==> config.mk <==
export PLATFORM = sky130hd
export DESIGN_NAME = blkop_seq
export DESIGN_NICKNAME = d
export VERILOG_FILES = /design/src/rtl/blkop_pkg.sv /design/src/rtl/blkop_stepreg.sv /design/src/rtl/blkop_ctrl.sv /design/src/rtl/blkop_seq.sv
export SDC_FILE = /design/constraint.sdc
export NUM_CORES = 1
export LEC_CHECK = 0
export BUFFER_PORTS_ARGS = -buffer_cell sky130_fd_sc_hd__buf_2
export CAP_MARGIN = 30
export CORE_MARGIN = 4
export CORE_UTILIZATION = 33
export DETAILED_ROUTE_END_ITERATION = 10
export PLACE_DENSITY = 0.53
export SLEW_MARGIN = 20
export SYNTH_ARGS = -nofsm -noshare
export SYNTH_HDL_FRONTEND = slang
export SYNTH_SLANG_ARGS = --single-unit
==> constraint.sdc <==
create_clock -name clk -period 3.22 [get_ports clk]
set_input_delay 0.644 -clock clk [delete_from_list [all_inputs] [get_ports clk]]
set_output_delay 0.644 -clock clk [all_outputs]
set_load 0.05 [all_outputs]
==> src/rtl/blkop_pkg.sv <==
package blkop_pkg;
  typedef enum logic [2:0] {
    ST_IDLE = 3'd0,
    ST_READ = 3'd1,
    ST_XFER = 3'd2,
    ST_UPD  = 3'd3,
    ST_DONE = 3'd4
  } state_t;

  // op[2]=repeat, op[1]=search, op[0]=down
  typedef struct packed {
    logic rep;
    logic cmp;
    logic down;
  } op_t;
endpackage

==> src/rtl/blkop_stepreg.sv <==
module blkop_stepreg #(
  parameter int W = 16
) (
  input  logic         clk,
  input  logic         rst,
  input  logic         load,
  input  logic [W-1:0] load_val,
  input  logic         en,
  input  logic         down,
  output logic [W-1:0] q
);
  localparam logic [W-1:0] ONE = W'(1);

  always_ff @(posedge clk) begin
    if (rst)       q <= '0;
    else if (load) q <= load_val;
    else if (en)   q <= down ? q - ONE : q + ONE;
  end
endmodule

==> src/rtl/blkop_ctrl.sv <==
module blkop_ctrl
  import blkop_pkg::*;
#(
  parameter int CW = 16,
  parameter int DW = 8
) (
  input  logic          clk,
  input  logic          rst,
  input  logic          start,
  input  logic [2:0]    op_in,
  input  logic [DW-1:0] acc_in,
  input  logic [CW-1:0] cnt_q,
  input  logic [DW-1:0] mem_rdata,
  output op_t           op_q,
  output state_t        state,
  output logic          ld,
  output logic          step_src,
  output logic          step_dst,
  output logic          step_cnt,
  output logic          mem_rd,
  output logic          mem_wr,
  output logic          busy,
  output logic          done,
  output logic          match_q,
  output logic          cnt_nz_q
);
  localparam logic [CW-1:0] CNT_ONE = CW'(1);

  state_t        state_d;
  logic [DW-1:0] acc_q;
  logic          last_step;

  assign ld        = (state == ST_IDLE) && start;
  assign step_src  = (state == ST_UPD);
  assign step_dst  = (state == ST_UPD) && !op_q.cmp;
  assign step_cnt  = (state == ST_UPD);
  assign last_step = !op_q.rep || (cnt_q == CNT_ONE) || (op_q.cmp && match_q);

  always_comb begin
    state_d = state;
    case (state)
      ST_IDLE: if (start) state_d = ST_READ;
      ST_READ: state_d = ST_XFER;
      ST_XFER: state_d = ST_UPD;
      ST_UPD:  state_d = last_step ? ST_DONE : ST_READ;
      ST_DONE: state_d = ST_IDLE;
      default: state_d = ST_IDLE;
    endcase
  end

  always_ff @(posedge clk) begin
    if (rst) begin
      state    <= ST_IDLE;
      op_q     <= '0;
      acc_q    <= '0;
      busy     <= 1'b0;
      done     <= 1'b0;
      mem_rd   <= 1'b0;
      mem_wr   <= 1'b0;
      match_q  <= 1'b0;
      cnt_nz_q <= 1'b0;
    end else begin
      state  <= state_d;
      busy   <= (state_d != ST_IDLE);
      done   <= (state_d == ST_DONE);
      mem_rd <= (state_d == ST_READ);
      mem_wr <= (state_d == ST_XFER) && !(ld ? op_in[1] : op_q.cmp);
      if (ld) begin
        op_q    <= op_t'(op_in);
        acc_q   <= acc_in;
        match_q <= 1'b0;
      end
      if (state == ST_XFER)
        match_q <= op_q.cmp && (mem_rdata == acc_q);
      if (state == ST_UPD)
        cnt_nz_q <= (cnt_q != CNT_ONE);
    end
  end

  // a write always follows the read of the same step
  a_r3_wr_after_rd: assert property (@(posedge clk) disable iff (rst)
    mem_wr |-> $past(mem_rd));
  // search never writes
  a_r4_no_wr_search: assert property (@(posedge clk) disable iff (rst)
    mem_wr |-> !op_q.cmp);
  // operands stay frozen while busy
  a_r2_op_frozen: assert property (@(posedge clk) disable iff (rst)
    busy |=> $stable(op_q));
  // a search hit ends the repeat
  a_r8_hit_stops: assert property (@(posedge clk) disable iff (rst)
    (state == ST_UPD && op_q.cmp && match_q) |=> done);
  // done is a single pulse and the block then goes idle
  a_r10_done_pulse: assert property (@(posedge clk) disable iff (rst)
    done |=> (!done && !busy));
endmodule

==> src/rtl/blkop_seq.sv <==
module blkop_seq
  import blkop_pkg::*;
#(
  parameter int AW = 16,
  parameter int CW = 16,
  parameter int DW = 8
) (
  input  logic          clk,
  input  logic          rst,
  input  logic          start,
  input  logic [2:0]    op,
  input  logic [AW-1:0] src_init,
  input  logic [AW-1:0] dst_init,
  input  logic [CW-1:0] cnt_init,
  input  logic [DW-1:0] acc,
  output logic          mem_rd,
  output logic          mem_wr,
  output logic [AW-1:0] mem_addr,
  output logic [DW-1:0] mem_wdata,
  input  logic [DW-1:0] mem_rdata,
  output logic          busy,
  output logic          done,
  output logic          cnt_nz,
  output logic          match,
  output logic [AW-1:0] src_ptr,
  output logic [AW-1:0] dst_ptr,
  output logic [CW-1:0] count
);
  localparam int NPTR = 2;

  op_t    op_q;
  state_t state;
  logic   ld, step_src, step_dst, step_cnt;

  logic [AW-1:0] ptr_init [NPTR];
  logic [AW-1:0] ptr_q    [NPTR];
  logic          ptr_en   [NPTR];

  assign ptr_init[0] = src_init;
  assign ptr_init[1] = dst_init;
  assign ptr_en[0]   = step_src;
  assign ptr_en[1]   = step_dst;

  blkop_ctrl #(.CW(CW), .DW(DW)) ctrl_i (
    .clk(clk), .rst(rst), .start(start), .op_in(op), .acc_in(acc),
    .cnt_q(count), .mem_rdata(mem_rdata), .op_q(op_q), .state(state),
    .ld(ld), .step_src(step_src), .step_dst(step_dst), .step_cnt(step_cnt),
    .mem_rd(mem_rd), .mem_wr(mem_wr), .busy(busy), .done(done),
    .match_q(match), .cnt_nz_q(cnt_nz)
  );

  for (genvar g = 0; g < NPTR; g++) begin : g_ptr
    blkop_stepreg #(.W(AW)) ptr_i (
      .clk(clk), .rst(rst), .load(ld), .load_val(ptr_init[g]),
      .en(ptr_en[g]), .down(op_q.down), .q(ptr_q[g])
    );
  end

  blkop_stepreg #(.W(CW)) cnt_i (
    .clk(clk), .rst(rst), .load(ld), .load_val(cnt_init),
    .en(step_cnt), .down(1'b1), .q(count)
  );

  assign src_ptr   = ptr_q[0];
  assign dst_ptr   = ptr_q[1];
  assign mem_addr  = mem_wr ? dst_ptr : src_ptr;
  assign mem_wdata = mem_rdata;

  // every register update takes exactly one off the count
  a_r5_cnt_dec: assert property (@(posedge clk) disable iff (rst)
    step_cnt |=> (count == $past(count) - CW'(1)));
  // search leaves the destination pointer alone
  a_r4_dst_hold: assert property (@(posedge clk) disable iff (rst)
    (busy && op_q.cmp && !ld) |=> $stable(dst_ptr));
  // a repeating copy ends with a zero count
  a_r7_copy_zero: assert property (@(posedge clk) disable iff (rst)
    (done && op_q.rep && !op_q.cmp) |-> (count == '0 && !cnt_nz));
  // the nonzero flag agrees with the count at completion
  a_r9_nz_flag: assert property (@(posedge clk) disable iff (rst)
    done |-> (cnt_nz == (count != '0)));
endmodule

**Word-level counts from Yosys, hierarchy flattened**

Index checks and enable logic that the tools add are counted.

- Flip-flop bits (word level): 68
- Output and inout port bits: 78
- Word-level logic and storage cells: 58

- Add/subtract/negate cells: 5
- Equal/unequal tests: 9
- Multiplexer cells: 15
- Reductions and logical operators: 15

Operator list:

| operator | number |
|---|---|
| two-way mux 16 bit | 9 |
| subtractor 16 x 1 -> 16 bit, second input constant | 3 |
| adder 16 x 1 -> 16 bit, second input constant | 2 |
| == test 16 x 1 -> 1 bit, second input constant | 1 |
| != test 16 x 1 -> 1 bit, second input constant | 1 |
| case mux 3 bit (4 select lines) | 1 |
| == test 3 x 2 -> 1 bit, second input constant | 3 |
| == test 8 bit | 1 |
| == test 3 x 1 -> 1 bit, second input constant | 2 |
| two-way mux 3 bit | 2 |
| nonzero test 2 bit | 3 |
| logical AND 1 bit | 5 |
| == test 3 bit, second input constant | 1 |
| logical NOT 1 bit | 3 |
| logical NOT 3 bit | 1 |
| two-way mux 1 bit | 3 |
| nonzero test 3 bit | 1 |
| logical OR 1 bit | 2 |

**Depth between registers and ports, before layout**

- Depth after elaboration: 7
- Depth in mapped cells: 8
- Mapped depth without buffers: 8

**Cells and area by module**

A second synthesis with hierarchy kept.

- Cell total of the unflattened synthesis: 685
- Area, all modules: 5652.9 sq um

By module, submodules not included:

| module | instances | cells each | area each (sq um) |
|---|---|---|---|
| blkop_stepreg (g_ptr[0].ptr_i ...) | 2 | 186 | 1493.9 |
| blkop_stepreg (cnt_i) | 1 | 184 | 1507.7 |
| blkop_ctrl | 1 | 102 | 844.6 |
| blkop_seq | 1 | 27 | 312.8 |

**Worst setup path after synthesis**

OpenSTA, ideal clock, no wires.

- Kind: reg-to-reg
- Start point: register, netlist name ctrl_i.op_q[0]
- End point: register g_ptr[0].ptr_i.q[10]
- Setup time: 116 ps
- Arrival: 2747 ps
- Required time: 3104 ps
- Slack: 357 ps
- Cell stages (with the launch flop): 8
- Period minus slack after synthesis: 2863 ps
- Path through: dfxtp_1 > ha_1 > nor2b_4 > o31a_1 > o41a_1 > o211a_1 > or3_1 > a41o_1

- Longest elaborated chain between the ends: 3

RTL lines:

| element | RTL line | RTL |
|---|---|---|
| two-way mux 16 bit (2 in a row) | blkop_stepreg.sv:17 | `else if (en) q <= down ? q - ONE : q + ONE;` |
| two-way mux 16 bit | blkop_stepreg.sv:16 | `else if (load) q <= load_val;` |
| end signal, assigned | blkop_stepreg.sv:16 |  |
| end signal, assigned | blkop_stepreg.sv:17 |  |
| end, declared | blkop_stepreg.sv:10 | `output logic [W-1:0] q` |

No other way between the ends. The select of a mux whose other input is x is not followed.
A chain may end at the register's enable or synchronous reset.

**Final worst setup path**

- Start point: register, netlist name ctrl_i.op_q[0]
- End point: register g_ptr[0].ptr_i.q[10]

- Longest elaborated chain between the ends: 3

RTL lines:

| element | RTL line |
|---|---|
| two-way mux 16 bit (2 in a row) | blkop_stepreg.sv:17 |
| two-way mux 16 bit | blkop_stepreg.sv:16 |

No other way between the ends. The select of a mux whose other input is x is not followed.

==> metrics.yaml <==
status: "finished, final reports clean"
synth.distinct_cells: 72
start_util_pct: 33.7
grt_pass1_wl_mm: 24.8
setup_ws_ps: 580
drive_gt1_share_pct: 27.5
synth_seq_cells: 68
hpwlAfterDp_mm: 11.8
synthesis.nets: 680
path_max_fanout: 21
io_pins: 148
synth-main-ff-cell: "dfxtp_1"
pre_cts_ws_ps: 630
ctsResizeCount: 0
die_h_um: 127
fmax_ghz: 0.379
final_common_cell: "buf_2"
postCtsHoldBufs: 0
clk_path_buf_depth: 2
synthArstFlopShare_pct: 0
fin_cells: 887
cp_data_arrival_time_ps: 2860
cts_tree: "yes"
synth.avg_cell_area_um2: 8.13
cts-root-buf: "clkbuf_16"
cts.clk_slew.worst_paths_ps: 50
relSlewSlack_pct: 45.0
wire_per_inst_um: 17.7
portBuffers: 147
finalHoldViolCount: 0
fin_crit_sh_pct: 82.0
most-common-layout-cells: "147 x buf_2, 68 x dfxtp_1, 66 x nor2_1, 49 x a21oi_1, 44 x nand2_1"
rsz0062_at_grt: "false"
yosysSeqAreaShare_pct: 29.0
area_growth_pct: 23.5
clk_latency_ps: 330
fin_area_um2: 5800
grt_pass1_vias: 4742
p_leak_nw: 2.73
synth_area_leaders: "dfxtp_1 29%, ha_1 8.0%, nor2_1 5.3%"
peakVddDrop_mv: 0.242
path_class: "flip-flop to flip-flop"
netlist.area_leader.share_pct: 29.0
end_kind: "flip-flop"
first_iter_violations: 300
syn-cell-area_um2: 4700
power.density_nw_per_um2: 586
drt-vias-per-instance: 5.46
grt_max_degree: 55
cts_setup_buffers: 0
cp.required_ps: 3440
fin_nets: 806
design.core.area_um2: 13900
chipWidth_um: 127
place.gp.congestion: 0.903
postRouteAntennaNets: 0
yosysWarnings: 0
setup_violations: 0
die-area_um2: 16200
finalCoreUtilization_pct: 41.6
vias: 4839
drc: 0
routed_wl_mm: 15.7
dpl-instance-area_um2: 5520
synth_cells: 578
clock_sinks: 68
placedCellCount: 873
cp-start-kind: "flip-flop"
fin_crit_ps: 2640
drt_first_pass_iters: 5
grt_use_total_pct: 19.0
placement_rows: 43
htreeDepth: 3
antenna_found_initial: 1
skew_ps: 5.47
synth_top_area_cell: "dfxtp_1"
numCtsBuffers: 9
synth_enable_flop_cells: 0
min_path_type: "flip-flop to flip-flop"
gr-total-overflow: 0
setup_tns_ps: 0
maxCapViolations: 0
drv_slew: 0
worst_slew_pin_slew_ps: 824
-- critical path, stage by stage, from the launching register on --
cell,delay [ps]
dfxtp_1,420
buf_4,310
ha_1,330
o21a_1,180
o31a_1,140
o41a_1,370
o211a_1,230
or3_1,300
a41o_1,230
-- final cells by class --
class                   count  area, µm²
fillers                  1429       8130
multi-input cells         463       3120
flip-flops and latches     68       1360
repair buffers            154        788
clock buffers              10        239
well taps                 180        225
clock inverters             3       40.0
inverters                   8       30.0
diodes                      1       2.50
-- metrics by stage --
step	hold WS, ps	power (mW)
4_1_cts	464	3.43
2_1_floorplan	437	2.09
5_1_grt	487	3.59
6_report	463	3.40
3_3_place_gp	454	2.44
3_5_place_dp	456	2.44
-- metal layers --
layer / part of all wire [%] / up-vias / global-route usage, % / routed length, µm
li1: - / 2415 / - / -
met1: 46 / 2308 / 26.1 / 7250
met2: 48 / 100 / 30.5 / 7560
met3: 4.1 / 16 / 2.97 / 639
met4: 1.5 / 0 / 6.37 / 238
met5: 0 / - / 0 / 0
-- cells in the mapped netlist (10+ instances only) --
library cell,number
nor3_1,15
ha_1,30
a21oi_1,49
o211ai_1,10
clkbuf_1,21
a21o_1,10
nand3_1,10
nor2_1,66
mux2_2,14
xor2_1,20
a211oi_1,18
o21ai_0,30
nand2_1,44
dfxtp_1,68
a31oi_1,13
-- path summary, 6_finish.rpt --
path / start / end / slack, ps / cells after the start
max reg2reg: ctrl_i.op_q[0] / g_ptr[0].ptr_i.q[10] / 580 / 8
min reg2reg: ctrl_i.op_q[2] / ctrl_i.op_q[2] / 460 / 2
max: ctrl_i.op_q[0] / g_ptr[0].ptr_i.q[10] / 580 / 8
min: ctrl_i.op_q[2] / ctrl_i.op_q[2] / 460 / 2
-- sequential cells by signal, indices dropped and copies added (netlist names) --
register         count
cnt_i.q             16
ctrl_i.mem_rd        1
ctrl_i.op_q          3
ctrl_i.acc_q         8
ctrl_i.cnt_nz_q      1
ctrl_i.busy          1
ctrl_i.state         3
ctrl_i.match_q       1
ctrl_i.done          1
g_ptr.ptr_i.q       32
ctrl_i.mem_wr        1
-- power breakdown --
part	internal [mW]	switching [mW]	leakage, nW
Sequential	0.943	0.147	0.560
Combinational	0.418	0.923	2.03
Clock	0.605	0.363	0.140
-- kinds of logic (layout without fill, tap and decap cells) --
kind of cell	Yosys count	after routing	synth area share (%)
compound gates	202	202	29.1
simple gates	183	183	19.0
flops	68	68	29.0
buf+inv	47	175	4.69
fa+ha+maj	32	32	8.84
xor+xnor	28	28	5.22
mux	18	18	4.23
other cells	0	1	0
Note: power is estimated with default switching activity, not from simulation.
